===== src/rtl/ps2rx_pkg.sv =====
package ps2rx_pkg;

    localparam int FRAME_BITS = 11;
    localparam int BYTE_BITS  = 8;

    typedef struct packed {
        logic                 stop;
        logic                 parity;
        logic [BYTE_BITS-1:0] data;
        logic                 start;
    } ps2_frame_t;

    typedef enum logic [1:0] {
        FR_GOOD       = 2'd0,
        FR_BAD_START  = 2'd1,
        FR_BAD_PARITY = 2'd2,
        FR_BAD_STOP   = 2'd3
    } frame_status_e;

    function automatic frame_status_e classify(input ps2_frame_t f);
        frame_status_e s;
        if (f.start)
            s = FR_BAD_START;
        else if (!(^{f.parity, f.data}))
            s = FR_BAD_PARITY;
        else if (!f.stop)
            s = FR_BAD_STOP;
        else
            s = FR_GOOD;
        return s;
    endfunction

endpackage


===== src/rtl/ps2rx_line_filter.sv =====
module ps2rx_line_filter #(
    parameter int FILTER_LEN = 8,
    parameter bit IDLE_LEVEL = 1'b1
) (
    input  logic clk,
    input  logic rst,
    input  logic line_i,
    output logic level_o
);
    localparam int CW = $clog2(FILTER_LEN + 1);

    logic          sync_a, sync_b;
    logic          level_q;
    logic [CW-1:0] run_cnt;

    always_ff @(posedge clk) begin
        if (rst) begin
            sync_a  <= IDLE_LEVEL;
            sync_b  <= IDLE_LEVEL;
            level_q <= IDLE_LEVEL;
            run_cnt <= '0;
        end else begin
            sync_a <= line_i;
            sync_b <= sync_a;
            if (sync_b == level_q) begin
                run_cnt <= '0;
            end else if (run_cnt == CW'(FILTER_LEN - 1)) begin
                level_q <= sync_b;
                run_cnt <= '0;
            end else begin
                run_cnt <= run_cnt + 1'b1;
            end
        end
    end

    assign level_o = level_q;

    AST_FILTER_STABLE: assert property (@(posedge clk) disable iff (rst)
        (level_q != $past(level_q)) |-> ($past(sync_b) == level_q && $past(sync_b, 2) == level_q));

endmodule


===== src/rtl/ps2rx_frame_shift.sv =====
module ps2rx_frame_shift
    import ps2rx_pkg::*;
#(
    parameter int TIMEOUT_CYC = 5000
) (
    input  logic       clk,
    input  logic       rst,
    input  logic       bus_clk_i,
    input  logic       bus_dat_i,
    input  logic       inhibit_i,
    output logic       done_o,
    output ps2_frame_t frame_o
);
    localparam int BW = $clog2(FRAME_BITS + 1);
    localparam int TW = $clog2(TIMEOUT_CYC + 1);

    logic                  clk_d;
    logic                  fall;
    logic [BW-1:0]         bit_cnt;
    logic [TW-1:0]         idle_cnt;
    logic [FRAME_BITS-1:0] shreg;
    logic                  done_q;

    assign fall = clk_d & ~bus_clk_i;

    always_ff @(posedge clk) begin
        if (rst) begin
            clk_d    <= 1'b1;
            bit_cnt  <= '0;
            idle_cnt <= '0;
            shreg    <= '0;
            done_q   <= 1'b0;
        end else begin
            clk_d  <= bus_clk_i;
            done_q <= 1'b0;
            if (inhibit_i) begin
                bit_cnt  <= '0;
                idle_cnt <= '0;
            end else if (fall) begin
                shreg    <= {bus_dat_i, shreg[FRAME_BITS-1:1]};
                idle_cnt <= '0;
                if (bit_cnt == BW'(FRAME_BITS - 1)) begin
                    bit_cnt <= '0;
                    done_q  <= 1'b1;
                end else begin
                    bit_cnt <= bit_cnt + 1'b1;
                end
            end else if (bit_cnt != '0) begin
                if (idle_cnt == TW'(TIMEOUT_CYC - 1)) begin
                    bit_cnt  <= '0;
                    idle_cnt <= '0;
                end else begin
                    idle_cnt <= idle_cnt + 1'b1;
                end
            end
        end
    end

    assign done_o  = done_q;
    assign frame_o = ps2_frame_t'(shreg);

    AST_BITCNT_LIMIT: assert property (@(posedge clk) disable iff (rst)
        bit_cnt < BW'(FRAME_BITS));
    AST_INHIBIT_CLEARS: assert property (@(posedge clk) disable iff (rst)
        inhibit_i |=> (bit_cnt == '0 && !done_q));
    AST_IDLE_BOUND: assert property (@(posedge clk) disable iff (rst)
        idle_cnt < TW'(TIMEOUT_CYC));
    AST_IDLE_RESTART: assert property (@(posedge clk) disable iff (rst)
        (bit_cnt != '0 && !fall && !inhibit_i && idle_cnt == TW'(TIMEOUT_CYC - 1)) |=> (bit_cnt == '0));

endmodule


===== src/rtl/ps2rx_frame_check.sv =====
module ps2rx_frame_check
    import ps2rx_pkg::*;
(
    input  logic                 clk,
    input  logic                 rst,
    input  logic                 done_i,
    input  ps2_frame_t           frame_i,
    output logic [BYTE_BITS-1:0] data_o,
    output logic                 valid_o,
    output logic                 err_o
);
    frame_status_e        status;
    logic [BYTE_BITS-1:0] data_q;
    logic                 valid_q, err_q;

    assign status = classify(frame_i);

    always_ff @(posedge clk) begin
        if (rst) begin
            data_q  <= '0;
            valid_q <= 1'b0;
            err_q   <= 1'b0;
        end else begin
            valid_q <= 1'b0;
            err_q   <= 1'b0;
            if (done_i) begin
                if (status == FR_GOOD) begin
                    data_q  <= frame_i.data;
                    valid_q <= 1'b1;
                end else begin
                    err_q <= 1'b1;
                end
            end
        end
    end

    assign data_o  = data_q;
    assign valid_o = valid_q;
    assign err_o   = err_q;

    AST_PULSE_EXCLUSIVE: assert property (@(posedge clk) disable iff (rst)
        !(valid_q && err_q));
    AST_VALID_SINGLE: assert property (@(posedge clk) disable iff (rst)
        valid_q |=> !valid_q);
    AST_ERR_SINGLE: assert property (@(posedge clk) disable iff (rst)
        err_q |=> !err_q);
    AST_ERR_HOLDS_DATA: assert property (@(posedge clk) disable iff (rst)
        err_q |-> $stable(data_q));
    AST_PULSE_NEEDS_FRAME: assert property (@(posedge clk) disable iff (rst)
        (valid_q || err_q) |-> $past(done_i));

endmodule


===== src/rtl/ps2_host_rx.sv =====
module ps2_host_rx #(
    parameter int FILTER_LEN  = 8,
    parameter int TIMEOUT_CYC = 5000
) (
    input  logic       clk,
    input  logic       rst,
    input  logic       ps_clk_i,
    input  logic       ps_dat_i,
    input  logic       inhibit_i,
    output logic [7:0] rx_data_o,
    output logic       rx_valid_o,
    output logic       rx_err_o
);
    import ps2rx_pkg::*;

    logic       clk_lvl, dat_lvl;
    logic       frame_done;
    ps2_frame_t frame;

    ps2rx_line_filter #(.FILTER_LEN(FILTER_LEN), .IDLE_LEVEL(1'b1)) u_clk_filt (
        .clk(clk), .rst(rst), .line_i(ps_clk_i), .level_o(clk_lvl)
    );

    ps2rx_line_filter #(.FILTER_LEN(FILTER_LEN), .IDLE_LEVEL(1'b1)) u_dat_filt (
        .clk(clk), .rst(rst), .line_i(ps_dat_i), .level_o(dat_lvl)
    );

    ps2rx_frame_shift #(.TIMEOUT_CYC(TIMEOUT_CYC)) u_shift (
        .clk(clk), .rst(rst),
        .bus_clk_i(clk_lvl), .bus_dat_i(dat_lvl), .inhibit_i(inhibit_i),
        .done_o(frame_done), .frame_o(frame)
    );

    ps2rx_frame_check u_check (
        .clk(clk), .rst(rst),
        .done_i(frame_done), .frame_i(frame),
        .data_o(rx_data_o), .valid_o(rx_valid_o), .err_o(rx_err_o)
    );

endmodule


===== config.mk =====
export PLATFORM = sky130hd
export DESIGN_NAME = ps2_host_rx
export DESIGN_NICKNAME = d
export VERILOG_FILES = /design/src/rtl/ps2rx_pkg.sv /design/src/rtl/ps2rx_line_filter.sv /design/src/rtl/ps2rx_frame_shift.sv /design/src/rtl/ps2rx_frame_check.sv /design/src/rtl/ps2_host_rx.sv
export SDC_FILE = /design/constraint.sdc
export NUM_CORES = 1
export LEC_CHECK = 0
export BUFFER_PORTS_ARGS = -buffer_cell sky130_fd_sc_hd__buf_2
export CORE_UTILIZATION = 53
export CTS_CLUSTER_DIAMETER = 50
export DETAILED_ROUTE_END_ITERATION = 12
export PLACE_DENSITY = 0.74
export SLEW_MARGIN = 20
export SYNTH_ARGS = -nofsm -noshare
export SYNTH_HDL_FRONTEND = slang
export SYNTH_HIERARCHICAL = 1
export SYNTH_SLANG_ARGS = --single-unit

===== constraint.sdc =====
create_clock -name clk -period 1.8 [get_ports clk]
set_input_delay 0.36 -clock clk [delete_from_list [all_inputs] [get_ports clk]]
set_output_delay 0.36 -clock clk [all_outputs]
set_load 0.1 [all_outputs]

==> impl_metrics.py <==
metrics = {
    "status": {
        "status": "complete, no violations",
    },
    "route": {
        "post_drt_wl_per_cell_um": 11.5,
        "ant_nets": 0,
        "drt_iter0_drc": 43,
        "post-route-drc-count": 0,
        "vias": 1680,
        "firstDrtPassIters": 4,
        "drt_wl_total_mm": 3.72,
        "post_drt_via_cell_ratio": 5.20,
    },
    "global_route": {
        "antenna_found_initial": 0,
        "grt_max_degree": 28,
        "first_global_vias": 1507,
        "grt_pass1_wl_mm": 6.01,
        "met2_usage_pct": 30.8,
        "busiest_layer": "met2",
        "grt_use_met3_pct": 4.50,
        "met1_usage_pct": 19.4,
        "grt_remaining_overflow": 0,
        "track_usage_pct": 17.3,
    },
    "clock_network": {
        "cts_root_buf": "clkbuf_8",
        "clockBufferDepth": 2,
        "clk_latency_ns": 0.30,
        "clk_pin_slew_worst_paths_ns": 0.09,
        "numCtsBuffers": 5,
        "cts_hold_buf": 0,
        "cts_tree": "built",
        "cts_htree_levels": 2,
        "cts.sinks": 54,
    },
    "synthesis": {
        "syn_area_um2": 2310,
        "synth-seq-cells": 54,
        "synth-seq-area-share_pct": 46.8,
        "async_flop_share_pct": 0,
        "ys_types": 33,
        "synth_edf_count": 0,
        "synth_top_flop_cell": "dfxtp_1",
        "synth_fp_nets": 257,
        "yosysWarningCount": 6,
        "synthCells": 246,
        "avgSynthCellArea_um2": 9.39,
    },
    "setup_path": {
        "arrival_ns": 1.96,
        "startpoint_type": "flop",
        "required_ns": 2.03,
        "end_kind": "flop",
        "cp.buffers_inverters": 1,
        "crit_fanout": 8,
        "critical-path-max-stage-delay_ns": 0.41,
        "timing.reg2reg.setup_slack_ns": 0.08,
        "crit_chain": "xnor3_1 > or3_4 > mux2i_4 > buf_12 > mux2i_1",
        "slowest_stage": "xnor3_1",
        "crit_family": "XOR/XNOR gates",
        "worstSetupPathType": "reg -> reg",
    },
    "floorplanning": {
        "die_h_um": 68.0,
        "core_area_um2": 4090,
        "die_w_um": 68.0,
        "start_util_pct": 56.5,
        "rows": 23,
        "ioPinCount": 15,
        "die_area_um2": 4630,
    },
    "worst_hold_path": {
        "min_path_type": "in -> reg",
    },
    "flow_run": {
        "maxCapViolations": 0,
    },
    "place": {
        "place_area_um2": 2500,
        "place_congestion": 0.804,
        "dpl.hpwl_mm": 2.61,
        "port-buffer-count": 14,
    },
    "timing": {
        "worst_slew_pin_slew_ns": 0.485,
        "hold_viol": 0,
        "setup_violations": 0,
        "period_share_pct": 95.8,
        "finalMaxSlewViolations": 0,
        "min_period_ns": 1.72,
        "skew_ns": 0.00601,
        "fmax_ghz": 0.580,
        "slew-limit-headroom_pct": 67.9,
    },
    "cells_and_area": {
        "final_common_cell": "dfxtp_1",
        "layout.nets": 284,
        "fillerInstances": 353,
        "design_area_um2": 2610,
        "drive_gt1_share_pct": 17.9,
        "final_util_pct": 63.7,
        "final_cell_mix": "dfxtp_1, nor2_1, nand2_1",
        "areaGrowthSynthToFinish_pct": 12.8,
        "num_antenna_cells": 0,
    },
    "power": {
        "p_leak_nw": 0.945,
        "power_density_nw_per_um2": 724,
        "peakVddDrop_uv": 413,
    },
}
-- synth_stat cells, types with 2 or more instances --
cell type | count | area share, %
a21oi_1 | 14 | 3.0
xnor3_1 | 2 | 2.0
nand2b_1 | 16 | 4.3
xor2_1 | 6 | 2.3
nor3_1 | 3 | 0.65
nor4_1 | 5 | 1.4
or2b_1 | 2 | 0.65
nand2_1 | 20 | 3.3
and3b_1 | 2 | 0.76
inv_1 | 11 | 1.8
nand3b_1 | 2 | 0.65
nor2_1 | 24 | 3.9
or3_4 | 3 | 1.5
nand3_1 | 6 | 1.3
xnor2_1 | 17 | 6.4
nand4_1 | 5 | 1.4
o22ai_1 | 2 | 0.54
dfxtp_1 | 54 | 47
nor4b_1 | 3 | 1.1
clkbuf_1 | 6 | 0.98
ha_1 | 6 | 3.3
or2_2 | 5 | 1.4
o21ai_0 | 14 | 3.0
mux2i_1 | 9 | 3.9
-- state kept, by name, summed over array words and instances (netlist names), 4 cells and up --
register,cells
u_shift/bit_cnt,4
u_dat_filt/run_cnt,4
u_check/data_o,8
u_clk_filt/run_cnt,4
u_shift/frame_o,11
u_shift/idle_cnt,13
-- power breakdown --
group / internal [mW] / total, mW / leakage [nW] / switching (mW)
clock network: 0.269 / 0.636 / 0.0444 / 0.367
registers: 1.20 / 1.20 / 0.437 / 0.00248
logic: 0.0230 / 0.0500 / 0.464 / 0.0270
total: 1.49 / 1.89 / 0.945 / 0.396
-- metal layers --
layer | vias up | wire (um)
li1 | 877 | -
met1 | 780 | 1780
met2 | 18 | 1790
met3 | 5 | 83
met4 | 0 | 63
met5 | - | 0
-- through the flow --
| step | std cells | power, mW | TNS, ns | worst slack [ns] | hold WS [ns] |
|---|---|---|---|---|---|
| 2_1_floorplan | 246 | 1.26 | 0 | 0.0720 | 0.389 |
| 3_3_place_gp | 315 | 1.28 | 0 | 0.0630 | 0.400 |
| 3_5_place_dp | 315 | 1.28 | -0.0170 | -0.0169 | 0.396 |
| 4_1_cts | 323 | 1.91 | 0 | 0.0514 | 0.225 |
| 5_1_grt | 323 | 1.97 | -0.0138 | -0.0138 | 0.225 |
| 6_report | 323 | 1.89 | 0 | 0.0753 | 0.233 |
-- cell families (layout without fill, tap and decap cells) --
logic type               count (synthesis)  count (layout)  synth area share [%]
AO/OA/AOI/OAI                           33              33                  7.58
adder cells (fa/ha/maj)                  6               6                  3.25
buffers and inverters                   18              45                  3.25
AND/OR/NAND/NOR                        100             100                  23.6
multiplexers                            10              10                  4.88
flip-flops                              54              54                  46.8
XOR/XNOR                                25              25                  10.7
-- path summary, 6_finish.rpt --
check / start / cells past startpoint / end
worst max-delay path: u_shift/frame_o[1] / 5 / u_check/data_o[6]
worst min-delay path: ps_dat_i / 2 / u_dat_filt/sync_a
worst max register to register: u_shift/frame_o[1] / 5 / u_check/data_o[6]
worst min register to register: u_dat_filt/sync_a / 1 / u_dat_filt/sync_b
-- timing repair --
action,in CTS,in global routing
pin swaps,0,1
buffers inserted,1,0
resized for setup,0,3
endpoints found under the setup margin,6,1
-- final cells by class --
class | instances | area (um2) | area share (%)
Clock buffer | 5 | 68.8 | 2.64
Clock inverter | 2 | 13.8 | 0.528
Inverter | 11 | 41.3 | 1.59
Multi-Input combinational cell | 174 | 1150 | 44.3
Sequential cell | 54 | 1080 | 41.6
Tap cell | 50 | 62.6 | 2.40
Timing Repair Buffer | 27 | 180 | 6.92
No activity file was read; power rests on OpenSTA's default activity.
